`src/rtl/rst_opgen_pkg.sv`:
```
package rst_opgen_pkg;

    localparam int OPC_W       = 8;
    localparam int IDX_FIELD_W = 3;

    typedef logic [OPC_W-1:0]       opcode_t;
    typedef logic [IDX_FIELD_W-1:0] line_idx_t;

    // A winning line together with whether anything was requesting at all.
    typedef struct packed {
        logic      valid;
        line_idx_t idx;
    } grant_t;

    typedef enum logic [1:0] {
        ACK_IDLE  = 2'd0,
        ACK_OPEN  = 2'd1,
        ACK_CLEAR = 2'd2
    } ack_state_e;

    localparam opcode_t   NO_REQ_BYTE = 8'hFF;
    localparam line_idx_t NO_REQ_IDX  = 3'd7;

    // Restart instruction: fixed ones around the 3-bit line index.
    function automatic opcode_t make_restart(line_idx_t idx);
        return {2'b11, idx, 3'b111};
    endfunction

endpackage

```
`src/rtl/rst_prio_enc.sv`:
```
module rst_prio_enc
    import rst_opgen_pkg::*;
#(
    parameter int NUM_LINES = 8
) (
    input  logic [NUM_LINES-1:0] req_i,
    input  logic [NUM_LINES-1:0] req_en_i,
    output logic [NUM_LINES-1:0] active_o,
    output grant_t               grant_o
);

    genvar g;
    generate
        for (g = 0; g < NUM_LINES; g++) begin : g_gate
            assign active_o[g] = req_i[g] & req_en_i[g];
        end
    endgenerate

    // Ascending scan: the last active line found, i.e. the highest, wins.
    always_comb begin
        grant_o.valid = 1'b0;
        grant_o.idx   = '0;
        for (int i = 0; i < NUM_LINES; i++) begin
            if (active_o[i]) begin
                grant_o.valid = 1'b1;
                grant_o.idx   = i[IDX_FIELD_W-1:0];
            end
        end
    end

endmodule

```
`src/rtl/rst_ack_ctrl.sv`:
```
module rst_ack_ctrl
    import rst_opgen_pkg::*;
#(
    parameter int NUM_LINES = 8
) (
    input  logic                 clk,
    input  logic                 rst,
    input  logic                 inta_n_i,
    input  grant_t               live_grant_i,
    output grant_t               bus_grant_o,
    output logic                 bus_oe_o,
    output logic [NUM_LINES-1:0] serve_mask_o,
    output logic [NUM_LINES-1:0] clr_o
);

    function automatic logic [NUM_LINES-1:0] to_onehot(grant_t g);
        logic [NUM_LINES-1:0] v;
        v = '0;
        if (g.valid) v[g.idx] = 1'b1;
        return v;
    endfunction

    logic       inta_q;
    logic       strobe_fall;
    logic       strobe_rise;
    ack_state_e state_q, state_d;
    grant_t     held_q;

    assign strobe_fall = inta_q & ~inta_n_i;
    assign strobe_rise = ~inta_q & inta_n_i;

    always_comb begin
        state_d = state_q;
        unique case (state_q)
            ACK_IDLE:  if (strobe_fall) state_d = ACK_OPEN;
            ACK_OPEN:  if (strobe_rise) state_d = held_q.valid ? ACK_CLEAR : ACK_IDLE;
            ACK_CLEAR: state_d = strobe_fall ? ACK_OPEN : ACK_IDLE;
            default:   state_d = ACK_IDLE;
        endcase
    end

    always_ff @(posedge clk) begin
        if (rst) begin
            inta_q  <= 1'b1;
            state_q <= ACK_IDLE;
            held_q  <= '0;
        end else begin
            inta_q  <= inta_n_i;
            state_q <= state_d;
            if (strobe_fall) held_q <= live_grant_i;
        end
    end

    // On the first cycle of the window the capture is not registered yet.
    assign bus_grant_o = strobe_fall ? live_grant_i : held_q;
    assign bus_oe_o    = ~inta_n_i;

    always_comb begin
        if (strobe_fall)
            serve_mask_o = to_onehot(live_grant_i);
        else if (state_q != ACK_IDLE)
            serve_mask_o = to_onehot(held_q);
        else
            serve_mask_o = '0;
    end

    assign clr_o = (state_q == ACK_CLEAR) ? to_onehot(held_q) : '0;

endmodule

```
`src/rtl/rst_bus_drive.sv`:
```
module rst_bus_drive
    import rst_opgen_pkg::*;
(
    input  grant_t  grant_i,
    input  logic    oe_i,
    output opcode_t data_o
);

    always_comb begin
        if (!oe_i)
            data_o = '0;
        else if (grant_i.valid)
            data_o = make_restart(grant_i.idx);
        else
            data_o = NO_REQ_BYTE;
    end

endmodule

```
`src/rtl/rst_intr_gen.sv`:
```
module rst_intr_gen #(
    parameter int NUM_LINES = 8
) (
    input  logic                 clk,
    input  logic                 rst,
    input  logic [NUM_LINES-1:0] active_i,
    input  logic [NUM_LINES-1:0] serve_mask_i,
    output logic                 intr_o
);

    logic intr_q;

    always_ff @(posedge clk) begin
        if (rst) intr_q <= 1'b0;
        else     intr_q <= |(active_i & ~serve_mask_i);
    end

    assign intr_o = intr_q;

endmodule

```
`src/rtl/rst_opcode_gen.sv`:
```
module rst_opcode_gen
    import rst_opgen_pkg::*;
#(
    parameter int NUM_LINES = 8
) (
    input  logic                 clk,
    input  logic                 rst,
    input  logic [NUM_LINES-1:0] req_i,
    input  logic [NUM_LINES-1:0] req_en_i,
    input  logic                 inta_n_i,
    output logic                 intr_o,
    output logic [OPC_W-1:0]     data_o,
    output logic                 data_oe_o,
    output logic [NUM_LINES-1:0] clr_o
);

    logic [NUM_LINES-1:0] active;
    logic [NUM_LINES-1:0] serve_mask;
    grant_t               live_grant;
    grant_t               bus_grant;

    rst_prio_enc #(.NUM_LINES(NUM_LINES)) enc_i (
        .req_i    (req_i),
        .req_en_i (req_en_i),
        .active_o (active),
        .grant_o  (live_grant)
    );

    rst_ack_ctrl #(.NUM_LINES(NUM_LINES)) ack_i (
        .clk          (clk),
        .rst          (rst),
        .inta_n_i     (inta_n_i),
        .live_grant_i (live_grant),
        .bus_grant_o  (bus_grant),
        .bus_oe_o     (data_oe_o),
        .serve_mask_o (serve_mask),
        .clr_o        (clr_o)
    );

    rst_bus_drive bus_i (
        .grant_i (bus_grant),
        .oe_i    (data_oe_o),
        .data_o  (data_o)
    );

    rst_intr_gen #(.NUM_LINES(NUM_LINES)) intr_i (
        .clk          (clk),
        .rst          (rst),
        .active_i     (active),
        .serve_mask_i (serve_mask),
        .intr_o       (intr_o)
    );

endmodule

```
`config.mk`:
```
export PLATFORM = sky130hd
export DESIGN_NAME = rst_opcode_gen
export DESIGN_NICKNAME = d
export VERILOG_FILES = /design/src/rtl/rst_opgen_pkg.sv /design/src/rtl/rst_prio_enc.sv /design/src/rtl/rst_ack_ctrl.sv /design/src/rtl/rst_bus_drive.sv /design/src/rtl/rst_intr_gen.sv /design/src/rtl/rst_opcode_gen.sv
export SDC_FILE = /design/constraint.sdc
export NUM_CORES = 1
export LEC_CHECK = 0
export CORE_UTILIZATION = 44
export DETAILED_ROUTE_END_ITERATION = 12
export PLACE_DENSITY = 0.89
export SYNTH_ARGS = -nofsm -noshare
export SYNTH_HDL_FRONTEND = slang
export SYNTH_HIERARCHICAL = 1
export SYNTH_SLANG_ARGS = --single-unit
```
`constraint.sdc`:
```
create_clock -name clk -period 6.2 [get_ports clk]
set_input_delay 0.93 -clock clk [delete_from_list [all_inputs] [get_ports clk]]
set_output_delay 0.93 -clock clk [all_outputs]
set_load 0.02 [all_outputs]
```
* After elaboration in Yosys (flattened, before gate mapping) *
Cells that the tools add are included.

cells by class
  $add $sub $neg = 0
  $mul = 0
  div/mod/pow operators = 0
  magnitude comparators = 4
  equality and inequality tests = 4
  shift-type cells = 0
  mux-type cells = 25
  bitwise gates (word level) = 14
  reduce and logical (&&, ||, !) cells = 6

operator list
  cell                                                                           number
  8-bit two-way mux                                                              6
  4-bit two-way mux                                                              9
  1-bit AND                                                                      10
  8-bit AND                                                                      1
  3-bit by 4-bit less-than comparator with 1-bit output (second input constant)  2
  8-bit NOT                                                                      1
  8-bit OR reduction                                                             1
  1-bit demux with 3-bit select                                                  2
  3-bit by 1-bit >= comparator with 1-bit output (second input constant)         2
  2-bit two-way mux                                                              3
  6-bit two-way mux                                                              1
  2-bit one-hot mux with 3 select lines                                          1
  2-bit by 1-bit inequality test with 1-bit output (second input constant)       2
  1-bit two-way mux                                                              3
  2-bit by 1-bit == test with 1-bit output (second input constant)               1
  2-bit == test (second input constant)                                          1
  1-bit logical AND                                                              2
  2-bit logical NOT                                                              1
  1-bit NOT                                                                      2
  2-bit AND reduction                                                            1
  2-bit nonzero test                                                             1

storage, ports and cells
  register bits after elaboration = 8
  bits in latches = 0
  bits in writable memories = 0
  bits in read-only memories = 0
  logic and storage cells = 58
  memories = 0

* Longest topological paths before layout *
Gate-level depths: netlist (run 1).

  depth in word-level cells = 18
  depth in mapped cells = 9
  gate-level depth less buffers = 9

* Hierarchy *
Netlist (run 1), hierarchy kept.

modules (own cells, without submodules)
  module         times used  cells each  area an instance (µm²)  seq. area each (µm²)
  rst_ack_ctrl   1           56          511.7                   140.1
  rst_prio_enc   1           20          140.1                   0.0
  rst_intr_gen   1           13          93.8                    20.0
  rst_bus_drive  1           11          75.1                    0.0

* Worst setup path after synthesis (run 1) *
Ideal clock, no wire load.

  path type = input to output
  start point = input port req_i[6]
  end point = output port data_o[3]
  arrival time = 2.362 ns
  setup slack = 2.908 ns
  stages on the path = 5
  path buffers = 0
  cell sequence = nand2_2 > nand4_4 > or4b_1 > mux2_4 > a21boi_1

RTL lines
  item                line                  text
  start: declaration  rst_opcode_gen.sv:8   input logic [NUM_LINES-1:0] req_i,
  end: declaration    rst_opcode_gen.sv:12  output logic [OPC_W-1:0] data_o,

==> metrics.md, run 1 <==
| Metric | Value |
|---|---|
| Status | `completed` |
| Met1 usage | `0.2809` |
| TritonCTS clock tree | `built` |
| # diodes | `0` |
| Die Y | `45.19 µm` |
| Fin Setup TNS | `0 ps` |
| F_max | `225.9 MHz` |
| Clock Skew | `4.225 ps` |
| CTS Buffer Depth | `2` |
| Total Wirelength | `2.076 mm` |
| Reg-to-reg startpoint | `ack_i/inta_q` |
| DRC | `0` |
| Seq/Total Area, Yosys | `0.1951` |
| Fin cells | `159` |
| Layer with the highest usage | `met2` |
| Hold EP | `ack_i/held_q[0]` |
| Tmin final | `4426 ps` |
| Crit Path Max Fanout | `5` |
| DR iter-0 viols | `64` |
| First drt pass iteration count | `4` |
| Crit path capture type | `primary output` |
| Critical path launch point type | `input port` |
| Root buf cell | `clkbuf_4` |
| Hold path depth | `2` |
| Antenna violations before repair | `0` |
| Synth Instances | `100` |
| Synth Net Count | `119` |
| IO Port Bufs | `36` |
| Post-DP Area | `1175 µm²` |
| Chip width | `45.19 µm` |
| Tot Pwr | `0.1695 mW` |
| Fin crit share | `0.7139` |
| #FFs+latches synth | `8` |
| Pin count of the biggest net entering global routing | `10` |
| Leakage power | `0.4624 nW` |
| Hold Fails Final Rpt | `0` |
| Final setup violation count | `0` |
| Power Density | `141.5 nW/µm²` |
| Yosys warnings | `6` |
| Met3 usage in global routing | `0.03600` |
| Die area | `2042 µm²` |
| Final ANT Viol Nets | `0` |
| Area grow syn2layout | `45.88%` |
| Tightest Hold Check Type | `reg -> reg` |
| RSZ-0062 raised after global routing | `false` |
| Final hold slack | `584.0 ps` |
| Design area | `1197 µm²` |
| Grt total ovfl | `0` |
| Maxcap violations | `0` |
| Maximum vdd ir drop | `0.1258 mV` |
| Vias per cell | `5.421` |
| Final Slew Violations | `0` |
| DP HPWL | `1.673 mm` |
| Critical Path AT | `3500 ps` |
| Worst Tran Pin Value | `939.4 ps` |
| Hold_buf cts | `0` |
| Ratio of cells with drive above 1 in the final layout | `0.1642` |
| Slew HR | `0.3658` |
| Std cell rows | `15` |
| IO Pins | `37` |
| WL/cell | `13.06 µm` |
| Reg2Reg Depth | `6` |
| Worst skew pair latency | `250 ps` |
| GP Congestion | `0.8333` |
| WP data required | `5270 ps` |
| H-tree Lvls | `1` |
| Main flop type after synthesis | `dfxtp_1` |
| Clock slew seen by the registers of the worst setup and hold paths | `50 ps` |
| Core area | `1745 µm²` |
| Resized cells post-CTS | `0` |
| CTS Buf Count | `3` |
| Dpl cells | `156` |
| RR Endpoint | `intr_i/intr_o` |
| EDFF count, synth | `0` |
| Cell variety after synth | `38` |
| CP Class | `in -> out` |
| Final nets | `155` |
| Setup bufs post-CTS | `0` |
| Syn_area_per_cell | `8.208 µm²` |
| Initial core utilization | `0.4703` |
| Ys async rst share | `0` |
| Global-route wire length before repair | `3.401 mm` |
| M2 GR Usage | `0.3913` |
| R2R Setup Slk | `4530 ps` |
| Routed via count | `862` |
| Total track usage | `0.2219` |
| HP Start | `ack_i/held_q[0]` |
| Clock Sinks | `8` |
| Number of global-route vias before repair | `797` |
| Mapped Area | `820.8 µm²` |
worst max-delay path, stage by stage:
cell and delay (ps):
clkdlybuf4s50_1 450, and2_1 180, nor2_1 90, o311ai_0 780
mux2_4 290, inv_1 50, a21boi_2 120, clkdlybuf4s50_1 610
cells in the mapped netlist (3+ instances only):
library cell,n,share of area
and2_1,3,0.023
buf_4,5,0.046
dfxtp_1,8,0.20
inv_1,13,0.059
mux2_4,3,0.055
nand2_1,6,0.027
nand2_2,3,0.023
nand2b_1,4,0.030
nor2_1,8,0.037
nor2b_1,7,0.053
o22ai_1,6,0.046
metrics by stage:
| step | setup slack [ps] | util |
|---|---|---|
| 2_1_floorplan | 2908 | - |
| 3_3_place_gp | 1994 | 0.6731 |
| 3_5_place_dp | 1889 | 0.6731 |
| 4_1_cts | 1850 | 0.6860 |
| 5_1_grt | 1715 | 0.6860 |
| 6_report | 1774 | 0.6860 |
flip-flops by register name, summed over array words and instances (netlist names):
| signal | count |
|---|---|
| ack_i/held_q | 4 |
| ack_i/inta_q | 1 |
| ack_i/state_q | 2 |
| intr_i/intr_o | 1 |
layout make-up:
| cell class | instances | area, µm² |
|---|---|---|
| Multi-Input combinational cell | 73 | 570.5 |
| Fill cell | 145 | 548.0 |
| Timing Repair Buffer | 36 | 360.3 |
| Sequential cell | 8 | 160.2 |
| Inverter | 14 | 52.55 |
| Tap cell | 25 | 31.28 |
| Clock buffer | 3 | 22.52 |
how the worst max path moves through the flow:
stage,end,slack (ps),cells past startpoint,from
after floorplan,data_o[3],2910,5,req_i[6]
after global placement,data_o[3],1990,7,req_i[7]
after detailed placement,data_o[4],1890,8,req_i[3]
after CTS,data_o[4],1850,8,req_i[3]
after global routing,data_o[4],1710,8,req_i[3]
final,data_o[4],1770,8,req_i[3]
cells by family (layout without fill, tap and decap cells):
| logic type | Yosys count | count (layout) | synth area share |
|---|---|---|---|
| AO/OA/AOI/OAI | 22 | 22 | 0.2546 |
| buffers and inverters | 19 | 53 | 0.1098 |
| multiplexers | 3 | 3 | 0.05487 |
| flip-flops | 8 | 8 | 0.1951 |
| AND/OR/NAND/NOR | 48 | 48 | 0.3857 |
layer usage:
layer | part of all wire | wire [µm] | up-vias
met3 | 0.080 | 167 | 8
li1 | - | - | 416
met1 | 0.38 | 796 | 388
met5 | 0 | 0 | -
met2 | 0.52 | 1077 | 50
met4 | 0.016 | 34 | 0
where the power goes:
part | switching [mW] | internal [mW] | total [mW]
sequential | 0.00599 | 0.0551 | 0.0611
clock | 0.0167 | 0.0221 | 0.0388
combinational | 0.0330 | 0.0366 | 0.0695
total | 0.0557 | 0.114 | 0.169
cells in the final DEF (no fill, tap or decap), types with 2 or more instances in the layout:
cell and instances:
nand3_1 2, nand2b_1 4, nand2_4 2, nor2b_1 7, clkbuf_4 3, a21oi_1 2, and2_1 3, nor2_1 8
nand2_1 6, o22ai_1 6, nand2_2 3, dfxtp_1 8, inv_1 13, a22oi_1 2, nand3b_1 2, nor3_1 2
clkdlybuf4s50_1 36, a21boi_1 2, mux2_4 3
No activity file was read; power rests on OpenSTA's default activity.
==> inputs of run 2 (changes only) <==
--- a/config.mk
+++ b/config.mk
@@ -5,9 +5,9 @@
 export SDC_FILE = /design/constraint.sdc
 export NUM_CORES = 1
 export LEC_CHECK = 0
-export CORE_UTILIZATION = 44
+export CORE_UTILIZATION = 37
 export DETAILED_ROUTE_END_ITERATION = 12
-export PLACE_DENSITY = 0.89
+export PLACE_DENSITY = 0.8
 export SYNTH_ARGS = -nofsm -noshare
 export SYNTH_HDL_FRONTEND = slang
 export SYNTH_HIERARCHICAL = 1
==> constraint.sdc (replaced) <==
create_clock -name clk -period 3.71 [get_ports clk]
set_input_delay 0.5565 -clock clk [delete_from_list [all_inputs] [get_ports clk]]
set_output_delay 0.5565 -clock clk [all_outputs]
set_load 0.02 [all_outputs]
==> metrics.md, run 2 (synthesis gave the netlist of run 1 again) <==
| Metric | Value |
|---|---|
| Resized cells post-CTS | `0 (unchanged)` |
| Routed via count | `830 (was 862)` |
| Clock Skew | `2.096 ps (was 4.225 ps)` |
| Max Used Layer | `met4 (unchanged)` |
| Total track usage | `0.1932 (was 0.2219)` |
| Final ANT Viol Nets | `0 (unchanged)` |
| Crit path capture type | `primary output (unchanged)` |
| Die area | `2411 µm² (was 2042 µm²)` |
| Grt total ovfl | `0 (unchanged)` |
| Final hold slack | `583.5 ps (was 584.0 ps)` |
| Final Core Density | `0.5934 (was 0.6860)` |
| Tmin final | `3511 ps` |
| Ratio of cells with drive above 1 in the final layout | `0.1642 (unchanged)` |
| RSZ-0062 raised after global routing | `false (unchanged)` |
| Status | `completed (unchanged)` |
| Worst Tran Pin Value | `835.8 ps (was 939.4 ps)` |
| GP Congestion | `0.9462 (was 0.8333)` |
| Critical Path AT | `2950 ps (was 3500 ps)` |
| Chip width | `49.10 µm (was 45.19 µm)` |
| Final nets | `155 (unchanged)` |
| Critical path launch point type | `input port (unchanged)` |
| DR iter-0 viols | `10 (was 64)` |
| Fin Setup TNS | `0 ps (unchanged)` |
| Final Slew Violations | `0 (unchanged)` |
| CP Class | `in -> out (unchanged)` |
| Post-DP Area | `1177 µm² (was 1175 µm²)` |
| Global-route wire length before repair | `3.594 mm (was 3.401 mm)` |
| Slew HR | `0.4357 (was 0.3658)` |
| Largest reg by FF count | `ack_i/held_q (unchanged)` |
| Antenna violations before repair | `0 (unchanged)` |
| Commonest non-fill, non-tap cell in the layout | `clkdlybuf4s50_1 (unchanged)` |
| Clock slew seen by the registers of the worst setup and hold paths | `50 ps (about the same)` |
| Maxcap violations | `0 (unchanged)` |
| Maximum vdd ir drop | `0.1453 mV (was 0.1258 mV)` |
| Total Wirelength | `2.035 mm (was 2.076 mm)` |
| Pin count of the biggest net entering global routing | `10 (unchanged)` |
| DP HPWL | `1.689 mm (was 1.673 mm)` |
| Setup bufs post-CTS | `0 (unchanged)` |
| Most frequent cells in the layout | `36 x clkdlybuf4s50_1, 13 x inv_1, 8 x nor2_1, 8 x dfxtp_1, 7 x nor2b_1 (unchanged)` |
| Std cell rows | `16 (was 15)` |
| First drt pass iteration count | `4 (unchanged)` |
| Reg-to-reg startpoint | `ack_i/inta_q (unchanged)` |
| Final setup violation count | `0 (unchanged)` |
| Hold_buf cts | `0 (unchanged)` |
| Number of global-route vias before repair | `772 (was 797)` |
| M1 WL | `895 µm (was 796 µm)` |
| Max reg flops | `4 (unchanged)` |
| RR Endpoint | `intr_i/intr_o (unchanged)` |
| Area grow syn2layout | `46.19% (was 45.88%)` |
| Hold EP | `ack_i/held_q[0] (unchanged)` |
| Fin cells | `161 (was 159)` |
| Tightest Hold Check Type | `reg -> reg (unchanged)` |
| Crit Path Max Fanout | `6 (was 5)` |
| R2R Setup Slk | `2060 ps (was 4530 ps)` |
| Design area | `1200 µm² (was 1197 µm²)` |
| WP data required | `3150 ps (was 5270 ps)` |
| Met2 wire length | `1.032 mm (was 1.077 mm)` |
| HP Start | `ack_i/held_q[0] (unchanged)` |
| Initial core utilization | `0.4059 (was 0.4703)` |
| Dpl cells | `158 (was 156)` |
| Largest registers | `ack_i/held_q x4, ack_i/state_q x2 (unchanged)` |
| Root buf cell | `clkbuf_4 (unchanged)` |
| # diodes | `0 (unchanged)` |
| Worst skew pair latency | `270 ps (was 250 ps)` |
| IO Port Bufs | `36 (unchanged)` |
| F_max | `284.8 MHz` |
| IO Pins | `37 (unchanged)` |
| Reg2Reg Depth | `6 (unchanged)` |
| TritonCTS clock tree | `built (unchanged)` |
| CTS Buffer Depth | `2 (unchanged)` |
| Clock Sinks | `8 (unchanged)` |
| Hold Fails Final Rpt | `0 (unchanged)` |
| H-tree Lvls | `1 (unchanged)` |
| Critical path startpoint | `req_i[6] (was req_i[3])` |
| CTS Buf Count | `3 (unchanged)` |
| Die Y | `49.10 µm (was 45.19 µm)` |
| Vias per cell | `5.155 (was 5.421)` |
| Leakage power | `0.4624 nW (unchanged)` |
| WL/cell | `12.64 µm (was 13.06 µm)` |
| DRC | `0 (unchanged)` |
| Fin crit share | `0.9463` |
| Core area | `2022 µm² (was 1745 µm²)` |
| Hold path depth | `2 (unchanged)` |
| Met3 Wirelength | `77 µm (was 167 µm)` |
| Power Density | `240.3 nW/µm² (was 141.5 nW/µm²)` |
-- run 2: area by class of cell --
| class | count | area [µm²] |
|---|---|---|
| sequential | 8 | 160.2 |
| timing repair buffer | 36 | 360.3 |
| inverter | 14 | 52.55 |
| tap | 27 | 33.78 |
| clock buffer | 3 | 22.52 |
| fill | 181 | 822.0 |
| multi-input combinational | 73 | 570.5 |
-- run 2: report_power, final --
part           switching, mW  total (mW)  internal, mW
Combinational         0.0536       0.115        0.0610
Sequential           0.00954       0.102        0.0920
Clock                 0.0348      0.0722        0.0374
Total                 0.0980       0.288         0.190
-- run 2: metrics by stage --
step                total power [mW]  worst slack (ps)
floorplan                     0.1726              1165
global placement              0.2140             248.9
detailed placement            0.2178             189.4
CTS                           0.2905             188.3
global route                  0.3041             12.71
finish                        0.2884             199.1
-- run 2: how the worst max path moves through the flow --
stage                      to  slack (ps)  depth (start not counted)
CTS                 data_o[4]         190                          8
global route        data_o[4]          10                          8
detailed placement  data_o[4]         190                          8
floorplan           data_o[3]        1170                          5
finish              data_o[5]         200                          7
global placement    data_o[5]         250                          7
-- run 2: routing by layer --
metal | vias to the layer above | GRT usage
met5 | - | 0
met1 | 392 | 0.2312
met2 | 21 | 0.3219
met3 | 5 | 0.05607
li1 | 412 | -
met4 | 0 | 0.07353
-- run 2: worst max-delay path: stages --
cell and delay [ps]:
clkdlybuf4s50_1 430, nand2_2 130, nand4_4 140, or4b_1 610
mux2_4 320, a21boi_1 140, clkdlybuf4s50_1 620
